`config.mk`:
```
export PLATFORM = sky130hd
export DESIGN_NAME = core_timer_unit
export DESIGN_NICKNAME = d
export VERILOG_FILES = /design/src/rtl/ctu_pkg.sv /design/src/rtl/ctu_tick_gen.sv /design/src/rtl/ctu_time_base.sv /design/src/rtl/ctu_edge_evt.sv /design/src/rtl/ctu_decrementer.sv /design/src/rtl/core_timer_unit.sv
export SDC_FILE = /design/constraint.sdc
export NUM_CORES = 1
export LEC_CHECK = 0
export CAP_MARGIN = 15
export CELL_PAD_IN_SITES_DETAIL_PLACEMENT = 1
export CELL_PAD_IN_SITES_GLOBAL_PLACEMENT = 2
export CORE_AREA = 2 2 199 201
export DETAILED_ROUTE_END_ITERATION = 7
export DIE_AREA = 0 0 201 203
export PLACE_DENSITY = 0.89
export REMOVE_ABC_BUFFERS = 1
export SYNTH_ARGS = -nofsm -noshare
export SYNTH_HDL_FRONTEND = slang
export SYNTH_SLANG_ARGS = --single-unit
```
`constraint.sdc`:
```
create_clock -name clk -period 3.8 [get_ports clk]
set_clock_uncertainty 0.1 [all_clocks]
set_input_delay 0.95 -clock clk [delete_from_list [all_inputs] [get_ports clk]]
set_output_delay 0.95 -clock clk [all_outputs]
set_load 0.005 [all_outputs]
```
`src/rtl/ctu_pkg.sv`:
```
package ctu_pkg;

    localparam int TB_W   = 64;
    localparam int HALF_W = TB_W / 2;
    localparam int DEC_W  = 32;
    localparam int BASE_W = 2;
    localparam int EXT_W  = 4;
    localparam int IDX_W  = BASE_W + EXT_W;
    localparam int DIV_W  = 3;
    localparam int N_EVT  = 2;
    localparam int EVT_FIT = 0;
    localparam int EVT_WD  = 1;

    typedef enum logic {
        SRC_DIV = 1'b0,
        SRC_RTC = 1'b1
    } tick_src_e;

    typedef struct packed {
        logic [BASE_W-1:0] base;
        logic [EXT_W-1:0]  ext;
    } bit_sel_t;

    typedef struct packed {
        logic              hi_we;
        logic              lo_we;
        logic [HALF_W-1:0] data;
    } tb_wr_t;

    function automatic logic [IDX_W-1:0] sel_index(input bit_sel_t s);
        return {s.base, s.ext};
    endfunction

    // index 0 addresses the most significant time-base bit
    function automatic logic pick_bit(input logic [TB_W-1:0] v, input bit_sel_t s);
        logic [IDX_W-1:0] pos;
        pos = IDX_W'(TB_W - 1) - sel_index(s);
        return v[pos];
    endfunction

endpackage

```
`src/rtl/ctu_tick_gen.sv`:
```
module ctu_tick_gen
    import ctu_pkg::*;
#(
    parameter int DIV_LOG2 = DIV_W,
    parameter int SYNC_N   = 2
) (
    input  logic      clk,
    input  logic      rst,
    input  logic      rtc_in,
    input  tick_src_e src,
    output logic      tick
);

    logic [DIV_LOG2-1:0] div_q;
    logic [SYNC_N:0]     rtc_sh;
    logic                tick_div;
    logic                tick_rtc;

    always_ff @(posedge clk) begin
        if (rst) begin
            div_q  <= '0;
            rtc_sh <= '0;
        end else begin
            div_q  <= div_q + DIV_LOG2'(1);
            rtc_sh <= {rtc_sh[SYNC_N-1:0], rtc_in};
        end
    end

    always_comb begin
        tick_div = &div_q;
        // top flop holds the previous synchronized level
        tick_rtc = rtc_sh[SYNC_N-1] & ~rtc_sh[SYNC_N];
        case (src)
            SRC_RTC: tick = tick_rtc;
            default: tick = tick_div;
        endcase
    end

endmodule

```
`src/rtl/ctu_time_base.sv`:
```
module ctu_time_base
    import ctu_pkg::*;
(
    input  logic            clk,
    input  logic            rst,
    input  tb_wr_t          wr,
    input  logic            adv,
    output logic [TB_W-1:0] tb_q,
    output logic [TB_W-1:0] tb_nxt,
    output logic            stepped
);

    always_comb begin
        tb_nxt  = tb_q + TB_W'(1);
        stepped = adv & ~(wr.hi_we | wr.lo_we);
    end

    always_ff @(posedge clk) begin
        if (rst) begin
            tb_q <= '0;
        end else begin
            if (wr.hi_we) tb_q[TB_W-1:HALF_W] <= wr.data;
            if (wr.lo_we) tb_q[HALF_W-1:0]    <= wr.data;
            if (stepped)  tb_q                <= tb_nxt;
        end
    end

endmodule

```
`src/rtl/ctu_edge_evt.sv`:
```
module ctu_edge_evt
    import ctu_pkg::*;
(
    input  logic            clk,
    input  logic            rst,
    input  logic            step,
    input  logic [TB_W-1:0] tb_cur,
    input  logic [TB_W-1:0] tb_nxt,
    input  bit_sel_t        sel,
    output logic            evt
);

    logic bit_now;
    logic bit_new;

    always_comb begin
        bit_now = pick_bit(tb_cur, sel);
        bit_new = pick_bit(tb_nxt, sel);
    end

    always_ff @(posedge clk) begin
        if (rst) evt <= 1'b0;
        else     evt <= step & ~bit_now & bit_new;
    end

endmodule

```
`src/rtl/ctu_decrementer.sv`:
```
module ctu_decrementer
    import ctu_pkg::*;
#(
    parameter int W = DEC_W
) (
    input  logic         clk,
    input  logic         rst,
    input  logic         adv,
    input  logic         dec_we,
    input  logic [W-1:0] dec_wdata,
    input  logic         rld_we,
    input  logic [W-1:0] rld_wdata,
    input  logic         rld_en,
    output logic [W-1:0] dec_q,
    output logic [W-1:0] rld_q,
    output logic         evt
);

    logic         step;
    logic         expire;
    logic [W-1:0] dec_d;

    always_comb begin
        step   = adv & ~dec_we;
        expire = step && (dec_q == W'(1));
        if (expire) dec_d = rld_en ? rld_q : '0;
        else        dec_d = dec_q - W'(1);
    end

    always_ff @(posedge clk) begin
        if (rst) begin
            dec_q <= '0;
            rld_q <= '0;
            evt   <= 1'b0;
        end else begin
            if (dec_we)    dec_q <= dec_wdata;
            else if (step) dec_q <= dec_d;
            if (rld_we)    rld_q <= rld_wdata;
            evt <= expire;
        end
    end

endmodule

```
`src/rtl/core_timer_unit.sv`:
```
module core_timer_unit
    import ctu_pkg::*;
#(
    parameter int DIV_LOG2 = DIV_W,
    parameter int SYNC_N   = 2
) (
    input  logic                clk,
    input  logic                rst,
    input  logic                rtc_in,
    input  logic                tick_sel,
    input  logic                count_en,
    input  logic                tb_hi_we,
    input  logic                tb_lo_we,
    input  logic [HALF_W-1:0]   tb_wdata,
    input  logic                dec_we,
    input  logic [DEC_W-1:0]    dec_wdata,
    input  logic                reload_we,
    input  logic [DEC_W-1:0]    reload_wdata,
    input  logic                reload_en,
    input  logic [BASE_W-1:0]   fit_base,
    input  logic [EXT_W-1:0]    fit_ext,
    input  logic [BASE_W-1:0]   wd_base,
    input  logic [EXT_W-1:0]    wd_ext,
    output logic [TB_W-1:0]     tb_value,
    output logic [DEC_W-1:0]    dec_value,
    output logic [DEC_W-1:0]    reload_value,
    output logic                fit_evt,
    output logic                wd_evt,
    output logic                dec_evt
);

    logic            tick;
    logic            adv;
    tb_wr_t          tb_wr;
    logic [TB_W-1:0] tb_nxt;
    logic            tb_step;
    bit_sel_t        sel [N_EVT];
    logic [N_EVT-1:0] evt;

    ctu_tick_gen #(.DIV_LOG2(DIV_LOG2), .SYNC_N(SYNC_N)) u_tick (
        .clk    (clk),
        .rst    (rst),
        .rtc_in (rtc_in),
        .src    (tick_src_e'(tick_sel)),
        .tick   (tick)
    );

    assign adv   = tick & count_en;
    assign tb_wr = '{hi_we: tb_hi_we, lo_we: tb_lo_we, data: tb_wdata};

    ctu_time_base u_tb (
        .clk     (clk),
        .rst     (rst),
        .wr      (tb_wr),
        .adv     (adv),
        .tb_q    (tb_value),
        .tb_nxt  (tb_nxt),
        .stepped (tb_step)
    );

    assign sel[EVT_FIT] = '{base: fit_base, ext: fit_ext};
    assign sel[EVT_WD]  = '{base: wd_base,  ext: wd_ext};

    generate
        for (genvar g = 0; g < N_EVT; g++) begin : g_evt
            ctu_edge_evt u_evt (
                .clk    (clk),
                .rst    (rst),
                .step   (tb_step),
                .tb_cur (tb_value),
                .tb_nxt (tb_nxt),
                .sel    (sel[g]),
                .evt    (evt[g])
            );
        end
    endgenerate

    assign fit_evt = evt[EVT_FIT];
    assign wd_evt  = evt[EVT_WD];

    ctu_decrementer #(.W(DEC_W)) u_dec (
        .clk       (clk),
        .rst       (rst),
        .adv       (adv),
        .dec_we    (dec_we),
        .dec_wdata (dec_wdata),
        .rld_we    (reload_we),
        .rld_wdata (reload_wdata),
        .rld_en    (reload_en),
        .dec_q     (dec_value),
        .rld_q     (reload_value),
        .evt       (dec_evt)
    );

endmodule

```
==> out/qor.yml <==
floorplanning:
  die_h_um: 203
  core_area_um2: 38500
  dieWidth_um: 201
  pin_count: 249
  dieArea_um2: 40800
  rows: 72
  start_util_pct: 28.9
placed_design:
  hpwl_mm: 44.7
  placed_area_um2: 14800
  dp_worst_setup_slack_ns: 0.197
  port_buffers: 248
  place_congestion: 1.02
clock_network:
  cts_tree: "done"
  holdBufCountCts: 0
  cts_max_level: 4
  clk_pin_slew_ns: 0.07
  numCtsBuffers: 17
  cts-root-buf: "clkbuf_16"
  cts_setup_buffers: 0
  insertion_delay_ns: 0.47
  cts.sinks: 137
  cts_resized: 0
  clock_path_buffers: 2
power:
  power_leakage_uw: 0.00547
  peakVddDrop_mv: 0.277
  power_uw: 4460
  power_density_nw_per_um2: 291
timing:
  worst_slack_ns: 0.170
  worst_pin_slew_ns: 1.16
  period_needed_ns: 3.63
  grt_setup_unrepaired: "no"
  finalHoldViolCount: 0
  relSlewSlack_pct: 22.5
  fmax_mhz: 276
  drv_slew: 0
  fin_hold_ws_ns: 0.324
  finalSetupViolCount: 0
  min_period_over_period_pct: 95.5
setup_path:
  criticalPathCategory: "reg2reg"
  cp-start-kind: "register"
  worstPathCellList: "nand4_2 > nor4_4 > buf_4 > nand4_1 > xnor2_1 > nor2_1 > a2111oi_0 > or4_1 > a31oi_1 > a221oi_2"
  slowest_stage: "a2111oi_0"
  crit_required_ns: 4.08
  worst_ep_arrival_time_ns: 3.91
  end_kind: "register"
  slowest_delay_ns: 0.67
  cp_max_fo: 5
  crit_family: "simple AND/OR/NAND/NOR gates"
  worst-path-buf-inv: 1
job:
  maxCapViolations: 0
synthesis:
  yosysSeqAreaShare_pct: 24.7
  syn_inst: 1500
  yosysUniqueCellTypes: 75
  synth_top_flop_cell: "dfxtp_1"
  synth_warnings: 0
  syn_area_um2: 11100
  yosys-top-cells-area: "dfxtp_1 (25%), mux4_2 (8.5%), nor2_1 (7.6%)"
  synth_area_per_cell_um2: 7.40
  synth-seq-cells: 137
  synth_largest_area_cell: "dfxtp_1"
  synth-edff-count: 0
  async_flop_share_pct: 0
  netlist.area_leader.share_pct: 24.7
route:
  vias: 13500
  routed_wirelength_mm: 58.1
  dr.pass1.iters: 5
  wire_per_inst_um: 25.2
  drc: 0
  drt_iter0_markers: 1229
  drt.antenna.violating_nets: 0
  via_per_inst: 5.84
global_route:
  grt_pass1_wl_mm: 86.9
  grt_pass1_vias: 13700
  antenna_found_initial: 5
  grt_max_degree: 63
  grt_usage_pct: 27.9
  overflow: 0
cells_and_area:
  n_fill_cell: 4683
  multiInputGateArea_um2: 7690
  nets: 1893
  drive_above_1_share_pct: 14.8
  final_cell_area_um2: 15400
  synthToLayoutAreaGrowth_pct: 38.4
  seq_area_um2: 2740
run_status:
  outcome: "finished, final reports clean"
min_path:
  holdCritPathClass: "reg2reg"
[registers in the layout, summed over array words and instances (netlist names)]
name	cells
u_tb.tb_q	64
u_dec.dec_q	32
u_dec.rld_q	32
u_tick.div_q	3
u_tick.rtc_sh	3
g_evt.u_evt.evt	2
u_dec.evt	1
[cell families (layout without fill, tap and decap cells)]
| kind of cell | count (synthesis) | after routing | share of synthesized area (%) |
|---|---|---|---|
| AND/OR/NAND/NOR | 661 | 661 | 29.2 |
| AO/OA/AOI/OAI | 365 | 365 | 20.4 |
| buffers and inverters | 165 | 448 | 6.14 |
| flip-flops | 137 | 137 | 24.7 |
| multiplexers | 88 | 88 | 12.7 |
| XOR/XNOR | 79 | 79 | 6.30 |
| adder cells (fa/ha/maj) | 5 | 5 | 0.564 |
| other | 0 | 4 | 0 |
[area by class of cell]
| class | count | share of cell area, % |
|---|---|---|
| sequential | 137 | 17.9 |
| timing repair buffer | 398 | 23.6 |
| inverter | 18 | 0.440 |
| multi-input combinational | 1198 | 50.0 |
| tap | 518 | 4.22 |
| clock inverter | 15 | 1.00 |
| clock buffer | 17 | 2.77 |
| antenna | 4 | 0.0652 |
[stage by stage]
step                      util (%)  instances  setup TNS [ns]
after floorplan                  -       1353          -77.04
after global placement        38.4       2269               0
after detailed placement      38.4       2269               0
after CTS                     39.9       2301               0
after global routing          39.9       2305               0
final                         39.9       2305               0
[metal layers]
layer  track usage [%]  up-vias  share of wire (%)
met5                 0        -              0.022
met4              12.2        2                4.0
met3              6.57      135                8.3
met2              45.0      653                 46
met1              35.7     6605                 42
li1                  -     6063                  -
[worst paths after layout]
path / slack, ns / cells past startpoint / start / endpoint
hold reg to reg: 0.32 / 1 / u_tick.div_q[0] / u_tick.div_q[0]
setup reg to reg: 0.17 / 10 / u_tb.tb_q[21] / g_evt[1].u_evt.evt
setup / recovery: 0.17 / 10 / u_tb.tb_q[21] / g_evt[1].u_evt.evt
hold / removal: 0.32 / 1 / u_tick.div_q[0] / u_tick.div_q[0]
[layout by cell type, fill, tap and decap left out, types with 5 or more instances in the layout]
| master | n |
|---|---|
| clkbuf_16 | 17 |
| xor2_1 | 35 |
| o211ai_1 | 12 |
| o221ai_1 | 11 |
| and2_1 | 8 |
| nor2_1 | 226 |
| a22oi_1 | 6 |
| or3_1 | 20 |
| a221oi_1 | 15 |
| xnor2_1 | 43 |
| a31oi_1 | 14 |
| o21ai_0 | 74 |
| buf_2 | 6 |
| nor2b_1 | 13 |
| o22ai_1 | 18 |
| and4_1 | 14 |
| mux4_2 | 42 |
| inv_6 | 6 |
| a21oi_1 | 146 |
| a2111oi_0 | 8 |
| nor4_2 | 6 |
| nor4_1 | 33 |
| nand2_1 | 139 |
| nand3_1 | 54 |
| nand2b_1 | 10 |
| a311oi_1 | 9 |
| ha_1 | 5 |
| clkdlybuf4s50_1 | 241 |
| or2_2 | 8 |
| a211oi_1 | 17 |
| or4_1 | 8 |
| and3_1 | 12 |
| dfxtp_1 | 137 |
| nor3_1 | 57 |
| mux2i_1 | 43 |
| nand4_1 | 36 |
| inv_1 | 15 |
| buf_4 | 147 |
[synth_stat cells, types with 11 or more instances]
| cell type | number |
|---|---|
| mux2i_1 | 43 |
| o221ai_1 | 11 |
| buf_2 | 23 |
| or3_1 | 20 |
| a221oi_1 | 15 |
| o211ai_1 | 12 |
| nand3_1 | 54 |
| nand4_1 | 36 |
| xnor2_1 | 43 |
| a21oi_1 | 146 |
| and4_1 | 14 |
| clkbuf_1 | 99 |
| dfxtp_1 | 137 |
| xor2_1 | 35 |
| mux4_2 | 42 |
| nor2b_1 | 13 |
| buf_1 | 18 |
| o21ai_0 | 75 |
| nor2_1 | 226 |
| nor3_1 | 57 |
| and3_1 | 12 |
| inv_1 | 15 |
| a31oi_1 | 14 |
| o22ai_1 | 18 |
| a211oi_1 | 17 |
| nor4_1 | 33 |
| nand2_1 | 139 |
[report_power, final]
part | total, uW | leakage [uW] | switching, uW | internal [uW]
Clock | 1730 | 0.000287 | 800 | 928
Sequential | 1640 | 0.00113 | 121 | 1520
Combinational | 1100 | 0.00405 | 561 | 536
Total | 4460 | 0.00547 | 1480 | 2980
No activity file was read; power rests on OpenSTA's default activity.
